==> src/rtl/st_sig_pkg.sv <==
package st_sig_pkg;
   typedef enum logic [1:0] {
      MODE_NORMAL = 2'b00,
      MODE_GLOBAL = 2'b01,
      MODE_DETAIL = 2'b10,
      MODE_RSVD   = 2'b11
   } st_mode_e;

   function automatic logic mode_is_test(input logic [1:0] m);
      return (m == MODE_GLOBAL) || (m == MODE_DETAIL);
   endfunction
endpackage

==> src/rtl/st_mode_ctrl.sv <==
module st_mode_ctrl
   import st_sig_pkg::*;
(
   input  logic       clk,
   input  logic       rst_n,
   input  logic [1:0] mode_i,
   input  logic       rd_en_i,
   output logic       test_o,
   output logic       detail_o,
   output logic       clear_o
);
   logic test_q;

   assign test_o   = mode_is_test(mode_i);
   assign detail_o = (mode_i == MODE_DETAIL);

   always_ff @(posedge clk or negedge rst_n) begin
      if (!rst_n) test_q <= 1'b0;
      else        test_q <= test_o;
   end

   // preset on entry, re-arm on a read while testing
   assign clear_o = test_o & (~test_q | rd_en_i);

   p_entry_clear_r9: assert property (@(posedge clk) disable iff (!rst_n)
      (test_o && !$past(test_o)) |-> clear_o);
endmodule

==> src/rtl/st_cmp_bank.sv <==
module st_cmp_bank #(
   parameter int N_OPS  = 8,
   parameter int DATA_W = 16,
   parameter int SEL_W  = 3
) (
   input  logic                    clk,
   input  logic                    rst_n,
   input  logic                    test_i,
   input  logic                    detail_i,
   input  logic [SEL_W-1:0]        sel_i,
   input  logic [N_OPS-1:0]        strobe_i,
   input  logic [N_OPS*DATA_W-1:0] result_i,
   input  logic [N_OPS*DATA_W-1:0] expect_i,
   output logic [N_OPS-1:0]        fail_o
);
   logic [N_OPS-1:0] en;

   for (genvar i = 0; i < N_OPS; i++) begin : g_cmp
      logic mism;
      assign en[i]     = test_i & (~detail_i | (sel_i == SEL_W'(i)));
      assign mism      = result_i[i*DATA_W +: DATA_W] != expect_i[i*DATA_W +: DATA_W];
      assign fail_o[i] = en[i] & strobe_i[i] & mism;
   end

   p_detail_single_r7: assert property (@(posedge clk) disable iff (!rst_n)
      detail_i |-> $onehot0(fail_o));
   p_no_fail_idle_r10: assert property (@(posedge clk) disable iff (!rst_n)
      !test_i |-> (fail_o == '0));
endmodule

==> src/rtl/st_sig_store.sv <==
module st_sig_store #(
   parameter int N_OPS = 8
) (
   input  logic             clk,
   input  logic             rst_n,
   input  logic             clear_i,
   input  logic [N_OPS-1:0] fail_i,
   output logic [N_OPS-1:0] sig_o
);
   logic [N_OPS-1:0] sig_q;

   // a failure on the clearing edge survives into the fresh register
   always_ff @(posedge clk or negedge rst_n) begin
      if (!rst_n) sig_q <= '1;
      else        sig_q <= (clear_i ? '1 : sig_q) & ~fail_i;
   end

   assign sig_o = sig_q;

   p_fail_lands_r3: assert property (@(posedge clk) disable iff (!rst_n)
      (|fail_i) |=> ((sig_q & $past(fail_i)) == '0));
   p_quiet_hold_r4: assert property (@(posedge clk) disable iff (!rst_n)
      (fail_i == '0 && !clear_i) |=> $stable(sig_q));
   p_rearm_r6: assert property (@(posedge clk) disable iff (!rst_n)
      (clear_i && fail_i == '0) |=> (sig_q == '1));
   p_collide_r11: assert property (@(posedge clk) disable iff (!rst_n)
      clear_i |=> (sig_q == ~$past(fail_i)));
endmodule

==> src/rtl/st_signature_top.sv <==
module st_signature_top
   import st_sig_pkg::*;
#(
   parameter int   N_OPS  = 8,
   parameter int   DATA_W = 16,
   localparam int  SEL_W  = (N_OPS > 1) ? $clog2(N_OPS) : 1
) (
   input  logic                    clk,
   input  logic                    rst_n,
   input  logic [1:0]              mode_i,
   input  logic [SEL_W-1:0]        op_sel_i,
   input  logic [N_OPS-1:0]        strobe_i,
   input  logic [N_OPS*DATA_W-1:0] result_i,
   input  logic [N_OPS*DATA_W-1:0] expect_i,
   input  logic                    rd_en_i,
   output logic [N_OPS-1:0]        sig_o
);
   if (N_OPS < 2 || N_OPS > 32) begin : g_bad_nops
      $error("N_OPS must lie in 2..32");
   end
   if (DATA_W < 1) begin : g_bad_width
      $error("DATA_W must be at least 1");
   end

   logic             test_w, detail_w, clear_w;
   logic [N_OPS-1:0] fail_w;

   st_mode_ctrl u_mode (
      .clk(clk), .rst_n(rst_n), .mode_i(mode_i), .rd_en_i(rd_en_i),
      .test_o(test_w), .detail_o(detail_w), .clear_o(clear_w)
   );

   st_cmp_bank #(.N_OPS(N_OPS), .DATA_W(DATA_W), .SEL_W(SEL_W)) u_cmp (
      .clk(clk), .rst_n(rst_n), .test_i(test_w), .detail_i(detail_w),
      .sel_i(op_sel_i), .strobe_i(strobe_i), .result_i(result_i),
      .expect_i(expect_i), .fail_o(fail_w)
   );

   st_sig_store #(.N_OPS(N_OPS)) u_store (
      .clk(clk), .rst_n(rst_n), .clear_i(clear_w), .fail_i(fail_w), .sig_o(sig_o)
   );

   p_frozen_normal_r10: assert property (@(posedge clk) disable iff (!rst_n)
      !mode_is_test(mode_i) |=> $stable(sig_o));
   p_rsvd_as_normal_r2: assert property (@(posedge clk) disable iff (!rst_n)
      (mode_i == MODE_RSVD) |=> $stable(sig_o));
endmodule

==> config.mk <==
export PLATFORM = sky130hd
export DESIGN_NAME = st_signature_top
export DESIGN_NICKNAME = d
export VERILOG_FILES = /design/src/rtl/st_sig_pkg.sv /design/src/rtl/st_mode_ctrl.sv /design/src/rtl/st_cmp_bank.sv /design/src/rtl/st_sig_store.sv /design/src/rtl/st_signature_top.sv
export SDC_FILE = /design/constraint.sdc
export NUM_CORES = 1
export LEC_CHECK = 0
export BUFFER_PORTS_ARGS = -buffer_cell sky130_fd_sc_hd__buf_2
export CORE_AREA = 3 3 109 111
export DETAILED_ROUTE_END_ITERATION = 10
export DIE_AREA = 0 0 112 114
export PLACE_DENSITY = 0.51
export SYNTH_ARGS = -nofsm -noshare
export SYNTH_HDL_FRONTEND = slang
export SYNTH_HIERARCHICAL = 1
export SYNTH_SLANG_ARGS = --single-unit
==> constraint.sdc <==
create_clock -name clk -period 2.55 [get_ports clk]
set_clock_uncertainty 0.15 [all_clocks]
set_input_delay 0.51 -clock clk [delete_from_list [all_inputs] [get_ports clk]]
set_output_delay 0.51 -clock clk [all_outputs]
set_load 0.05 [all_outputs]
==> results of run 1 <==
## area by class of cell
cell class | instances | area [µm²] | share of cell area [%]
Tap cell | 140 | 175.2 | 5.016
Sequential cell | 9 | 235.2 | 6.736
Inverter | 3 | 11.26 | 0.3225
Multi-Input combinational cell | 206 | 1619 | 46.36
Clock buffer | 4 | 45.04 | 1.290
Timing Repair Buffer | 280 | 1406 | 40.27
## power by group through the flow
stage / Clock, W / Combinational [W] / Sequential (W)
after floorplan: 0 / 0.000242 / 0.000289
after global placement: 0 / 0.000628 / 0.000200
after detailed placement: 0 / 0.000639 / 0.000201
after CTS: 0.000180 / 0.000642 / 0.000199
after global routing: 0.000195 / 0.000686 / 0.000203
final: 0.000167 / 0.000629 / 0.000198
## flip-flops by register name (all words and copies together) (netlist names)
register,count
u_store/sig_o,8
u_mode/test_q,1
## cell usage in the layout (no fill, tap or decap)
cell and count:
clkbuf_8 3, nand3b_1 2, clkbuf_1 1, nand4_1 32, nor4_1 8, dfrtp_1 1, o31ai_1 1, o21ai_0 3
xnor2_1 128, nand2b_1 2, ha_1 1, nor2_1 5, inv_1 3, dfstp_2 8, o21ba_1 8, nand3_1 5
buf_2 279, nand2_1 6, dlygate4sd3_1 1, a211oi_1 4, a21oi_2 1
## worst reg2reg max path: stages (launching register included)
cell	delay, ns
dfrtp_1	0.36
a21oi_2	0.41
o21ba_1	0.21
## cell families after synthesis
logic type	count (synthesis)
compound gates	17
xor+xnor	128
fa+ha+maj	1
buf+inv	5
flops	9
simple gates	60
## path summary, 6_finish.rpt
check / startpoint / slack [ns] / depth (start not counted) / to
hold reg to reg: u_store/sig_o[0] / 0.37 / 1 / u_store/sig_o[0]
max in group asynchronous: rst_n / 1.45 / 2 / u_store/sig_o[1]
setup / recovery: u_store/sig_o[3] / 0.85 / 1 / sig_o[3]
hold / removal: u_store/sig_o[0] / 0.37 / 1 / u_store/sig_o[0]
setup reg to reg: u_mode/test_q / 1.36 / 2 / u_store/sig_o[2]
min in group asynchronous: rst_n / 0.55 / 2 / u_mode/test_q
## per-layer routing
layer | track usage, % | up-vias | share of wire, %
li1 | - | 1329 | -
met1 | 10.87 | 1123 | 32
met2 | 24.70 | 158 | 56
met3 | 3.342 | 2 | 11
met4 | 1.202 | 0 | 0.074
met5 | 0 | - | 0
## synth_stat cells
cell      count
xnor2_1     128
nand4_1      32
dfstp_2       8
nor4_1        8
o21ba_1       8
nand2_1       6
nand3_1       5
nor2_1        5
a211oi_1      4
inv_1         3
o21ai_0       3
nand2b_1      2
nand3b_1      2
a21oi_2       1
buf_6         1
clkbuf_1      1
dfrtp_1       1
ha_1          1
o31ai_1       1
## stage by stage
stage                     setup WS [ns]  power [W]  hold slack [ns]
after detailed placement         0.6188  0.0008398           0.2434
final                            0.8489  0.0009949           0.3689
after floorplan                  0.8508  0.0005313          0.06441
after global routing             0.7705   0.001084           0.3878
after CTS                        0.8308   0.001022           0.3725
after global placement           0.6558  0.0008276           0.2414
## what timing repair did
action                                 in CTS  in global routing
hold buffers                                1                  0
setup buffers                               0                  0
endpoints found under the hold margin       1                  0
setup endpoints to repair                   0                  0
==> flow_metrics.tcl, run 1 <==
set metrics [dict create \
    outcome "finished, final reports clean" \
    cts.repair.resized 0 \
    yosys.area.top_type "xnor2_1" \
    synth_top_family_by_area "XOR/XNOR gates" \
    timing.critical_path.cells "buf_2" \
    finalWeightedCongestion 0.8437 \
    synth_compound_area_share_pct 7.518 \
    post_synth_instance_area_mm2 0.001881 \
    crit_required_ns 1.89 \
    cts_inserted_buffers 3 \
    power_frac_clock_pct 16.8 \
    grt_usage_pct 11.49 \
    fmax_mhz 587.9 \
    holdCritPathClass "reg -> reg" \
    grt_setup_unrepaired "no" \
    seq_area_frac_synth_pct 12.51 \
    synth_cells 220 \
    floorplan_row_count 38 \
    ios 280 \
    layout-area-overhead-vs-synth_pct 85.70 \
    switchingPower_w 0.0003674 \
    dp_cells 637 \
    final_min_period_over_clock_period_pct 66.71 \
    antenna-diode-count 0 \
    timing.setup.critical_path_class "reg -> out" \
    combinationalPowerShare_pct 63.3 \
    p_sw_share_pct 36.92 \
    post-route-drc-count 0 \
    number_of_nets_produced_by_synthesis 493 \
    route.antenna.remaining_nets 0 \
    dpl_cell_area_mm2 0.003437 \
    dr_total_vias 2612 \
    numClockSinks 9 \
    final_core_utilization_pct 32.07 \
    totalWireLength_um 8085 \
    synth_cell_types 19 \
    timing_worst_slew_pin_value_ns 0.4839 \
    synth_area_per_cell_um2 8.548 \
    drtPass1Iterations 4 \
    crit_arrival_ns 1.04 \
    critical_path_peak_fanout 2 \
    clk_pin_slew_ns 0.05 \
    final.min_clock_period_ns 1.701 \
    finish.cell_count_without_fillers 642 \
    clock_tree_from_tritoncts "built" \
    crit_path_end_kind "output pin" \
    dieHeight_um 114 \
    finalSetupViolations 0 \
    critical-path-top-delay-family "flip-flops" \
    cts.htree.levels 1 \
    total_leakage_power_nw 1.619 \
    clock_latency_ns 0.23 \
    timing.critical_path.slowest_cell_delay_ns 0.52 \
    die_area_mm2 0.01277 \
    routed_wire_length_per_instance_um 12.59 \
    cell_internal_pwr_w 0.0006276 \
    cell_with_the_largest_stage_delay_on_the_worst_path "dfstp_2" \
    core_area_mm2 0.01089 \
    synth.top_cells.by_area "xnor2_1 (60%), dfstp_2 (11%), nand4_1 (11%)" \
    timing.slew.headroom_pct 67.74 \
    final_area_mm2 0.003492 \
    synth_adder_area_share_pct 0.6653 \
    drtIter0Drc 19 \
    numPortBuffers 279 \
    vdd_ir_drop_max_mv 0.1091 \
    proportion_of_layout_cells_with_a_drive_suffix_above_1_pct 57.97 \
    final_nets 776 \
    grt_remaining_overflow 0 \
    ctsRootBufferMaster "clkbuf_8" \
    grt_max_degree 10 \
    cts_buffer_depth 2 \
    max-cap-violations 0 \
    grt_antenna_before_repair 0 \
    slew_violations 0 \
    post_synthesis_sequential_element_count 9 \
    synth_largest_type_area_fraction_pct 59.61 \
    start_kind "register" \
    ys.warnings.count 6 \
    critical_path_buf_inv_count 1 \
    final-hold-violation-count 0 \
    fillerInstances 1169 \
    share_seq_of_total_power_pct 19.9 \
    hpwl_detailed_um 7595 \
    start_util_pct 17.27 \
    first_global_vias 2716 \
    setup_total_negative_slack_ns 0 \
    avgViaCountPerCell 4.069 \
    post_synth_xor_area_fraction_pct 59.61 \
    grt_first_pass_wirelength_um 11990 \
    synth-simple-area-share_pct 18.30 \
    die_w_um 112 \
    power.density_cell_area_mw_per_mm2 284.9 \
    post_synth_mux_area_share_pct 0 \
]
(Power assumes the default switching activity.)
==> inputs of run 2 (changes only) <==
Settings changed: CORE_AREA 3 3 109 111 to 3 3 108 110, DIE_AREA 0 0 112 114 to 0 0 111 113, PLACE_DENSITY 0.51 to 0.52.
Clock period 2.55 ns to 1.6 ns, I/O delays scaled along.
==> run 2 against run 1 <==
- critical path depth unchanged
- clock power grew 71%
- worst hold slack worse by 0.068 ns
- final area rose by 1.2%
- via count hardly changed
- flip-flop and latch count is the same
- count of clock-buffer cells in the layout decreased by 1
- non-clock buffer count rose by 5
- critical endpoint is now sig_o[4]
==> flow_metrics.tcl, run 2 (synthesis gave the netlist of run 1 again) <==
set metrics [dict create \
    outcome "finished, final reports clean" \
    numClockSinks 9 \
    grt_antenna_before_repair 1 \
    final_min_period_over_clock_period_pct 94.73 \
    slew_violations 0 \
    cts_post_setup_buffers_inserted 0 \
    finalSetupViolations 0 \
    cts.htree.levels 1 \
    clock_latency_ns 0.24 \
    dp_cells 642 \
    fmax_mhz 659.7 \
    timing.critical_path.slowest_cell_delay_ns 0.53 \
    multi_input_logic_area_mm2 0.001619 \
    avgViaCountPerCell 4.028 \
    route.antenna.remaining_nets 0 \
    totalWireLength_um 8260 \
    holdCritPathClass "in -> reg" \
    ios 280 \
    first_global_vias 2843 \
    timing.slew.headroom_pct 72.59 \
    die_w_um 111 \
    timing.critical_path.cells "buf_2" \
    timing_worst_slew_pin_value_ns 0.4074 \
    cell_with_the_largest_stage_delay_on_the_worst_path "dfstp_2" \
    largest_register_ff_count 8 \
    timing.setup.critical_path_class "reg -> out" \
    hpwl_detailed_um 7829 \
    layout-area-overhead-vs-synth_pct 87.89 \
    ctsRootBufferMaster "clkbuf_8" \
    layout.cells.most_common "buf_2" \
    finalWeightedCongestion 0.9599 \
    final-hold-violation-count 0 \
    pre_cts_slack_ns -0.09409 \
    core_area_mm2 0.01079 \
    fillerInstances 1143 \
    numPortBuffers 279 \
    final_critical_path_setup_slack_ns 0.08426 \
    dr_total_vias 2610 \
    crit_required_ns 1.13 \
    grt_usage_pct 12.45 \
    clock_tree_from_tritoncts "built" \
    cts_buffer_depth 2 \
    grt_first_pass_wirelength_um 12680 \
    crit_arrival_ns 1.05 \
    die_area_mm2 0.01254 \
    power_w 0.001621 \
    drtIter0Drc 28 \
    clk_pin_slew_ns 0.06 \
    vdd_ir_drop_max_mv 0.1883 \
    total_leakage_power_nw 1.646 \
    final.min_clock_period_ns 1.516 \
    critical_path_buf_inv_count 1 \
    dieHeight_um 113 \
    start_kind "register" \
    grt_max_degree 10 \
    cts_inserted_buffers 3 \
    start_util_pct 17.42 \
    max-cap-violations 0 \
    grt_remaining_overflow 0 \
    routed_wire_length_per_instance_um 12.75 \
    critical-path-top-delay-family "flip-flops" \
    drtPass1Iterations 4 \
    proportion_of_layout_cells_with_a_drive_suffix_above_1_pct 58.58 \
    whs_ns 0.3014 \
    grt_setup_unrepaired "no" \
    power.density_cell_area_mw_per_mm2 458.7 \
    layout.cells.most_common_list "buf_2 (279), xnor2_1 (128), nand4_1 (32)" \
    crit_path_end_kind "output pin" \
    ff_latch_area_um2 235.2 \
    floorplan_row_count 38 \
    final_nets 781 \
    critical_path_peak_fanout 2 \
    finish.cell_count_without_fillers 648 \
    post-route-drc-count 0 \
]
-- run 2: cell types whose count changed in the layout (fill, tap and decap cells not counted), sizes merged --
cell / delta
buf: +5
clkbuf: -1
clkinv: +1
diode: +1
-- run 2: area by class of cell --
type	count	share of cell area, %
antenna	1	0.07082
multi-input combinational	206	45.82
clock inverter	1	0.1416
inverter	3	0.3187
timing repair buffer	285	40.86
tap	140	4.958
clock buffer	3	1.169
sequential	9	6.657
-- run 2: worst paths after layout --
check,start,end,cells past startpoint,slack [ns]
worst max-delay path,u_store/sig_o[4],sig_o[4],1,0.08
worst min-delay path,strobe_i[2],u_store/sig_o[2],4,0.30
worst max register to register,u_mode/test_q,u_store/sig_o[2],3,0.56
worst min register to register,u_store/sig_o[3],u_store/sig_o[3],1,0.37
max in group asynchronous,rst_n,u_store/sig_o[0],2,0.68
min in group asynchronous,rst_n,u_mode/test_q,2,0.34
-- run 2: through the flow --
step | TNS, ns | util (%) | cell area, µm²
3_5_place_dp | -0.1382 | 32.19 | 3475
5_1_grt | 0 | 32.74 | 3533
2_1_floorplan | 0 | - | 1881
4_1_cts | 0 | 32.71 | 3531
3_3_place_gp | -0.05634 | 32.19 | 3475
6_report | 0 | 32.74 | 3533
-- run 2: routing by layer --
layer	part of all wire (%)	track usage (%)	vias up
met3	9.7	3.476	6
met2	55	25.08	160
met5	0	0	-
li1	-	-	1340
met4	1.7	3.202	0
met1	34	12.44	1104
-- run 2: report_power, final --
group	switching (W)	total, W	internal [W]
registers	0.0000194	0.000314	0.000295
clock network	0.000114	0.000285	0.000171
logic	0.000475	0.00102	0.000546
-- run 2: what timing repair did --
action                                  4_1_cts  5_1_grt
hold endpoints to repair                      1        0
hold buffers                                  1        0
endpoints found under the setup margin        0        0
resized for setup                             0        0
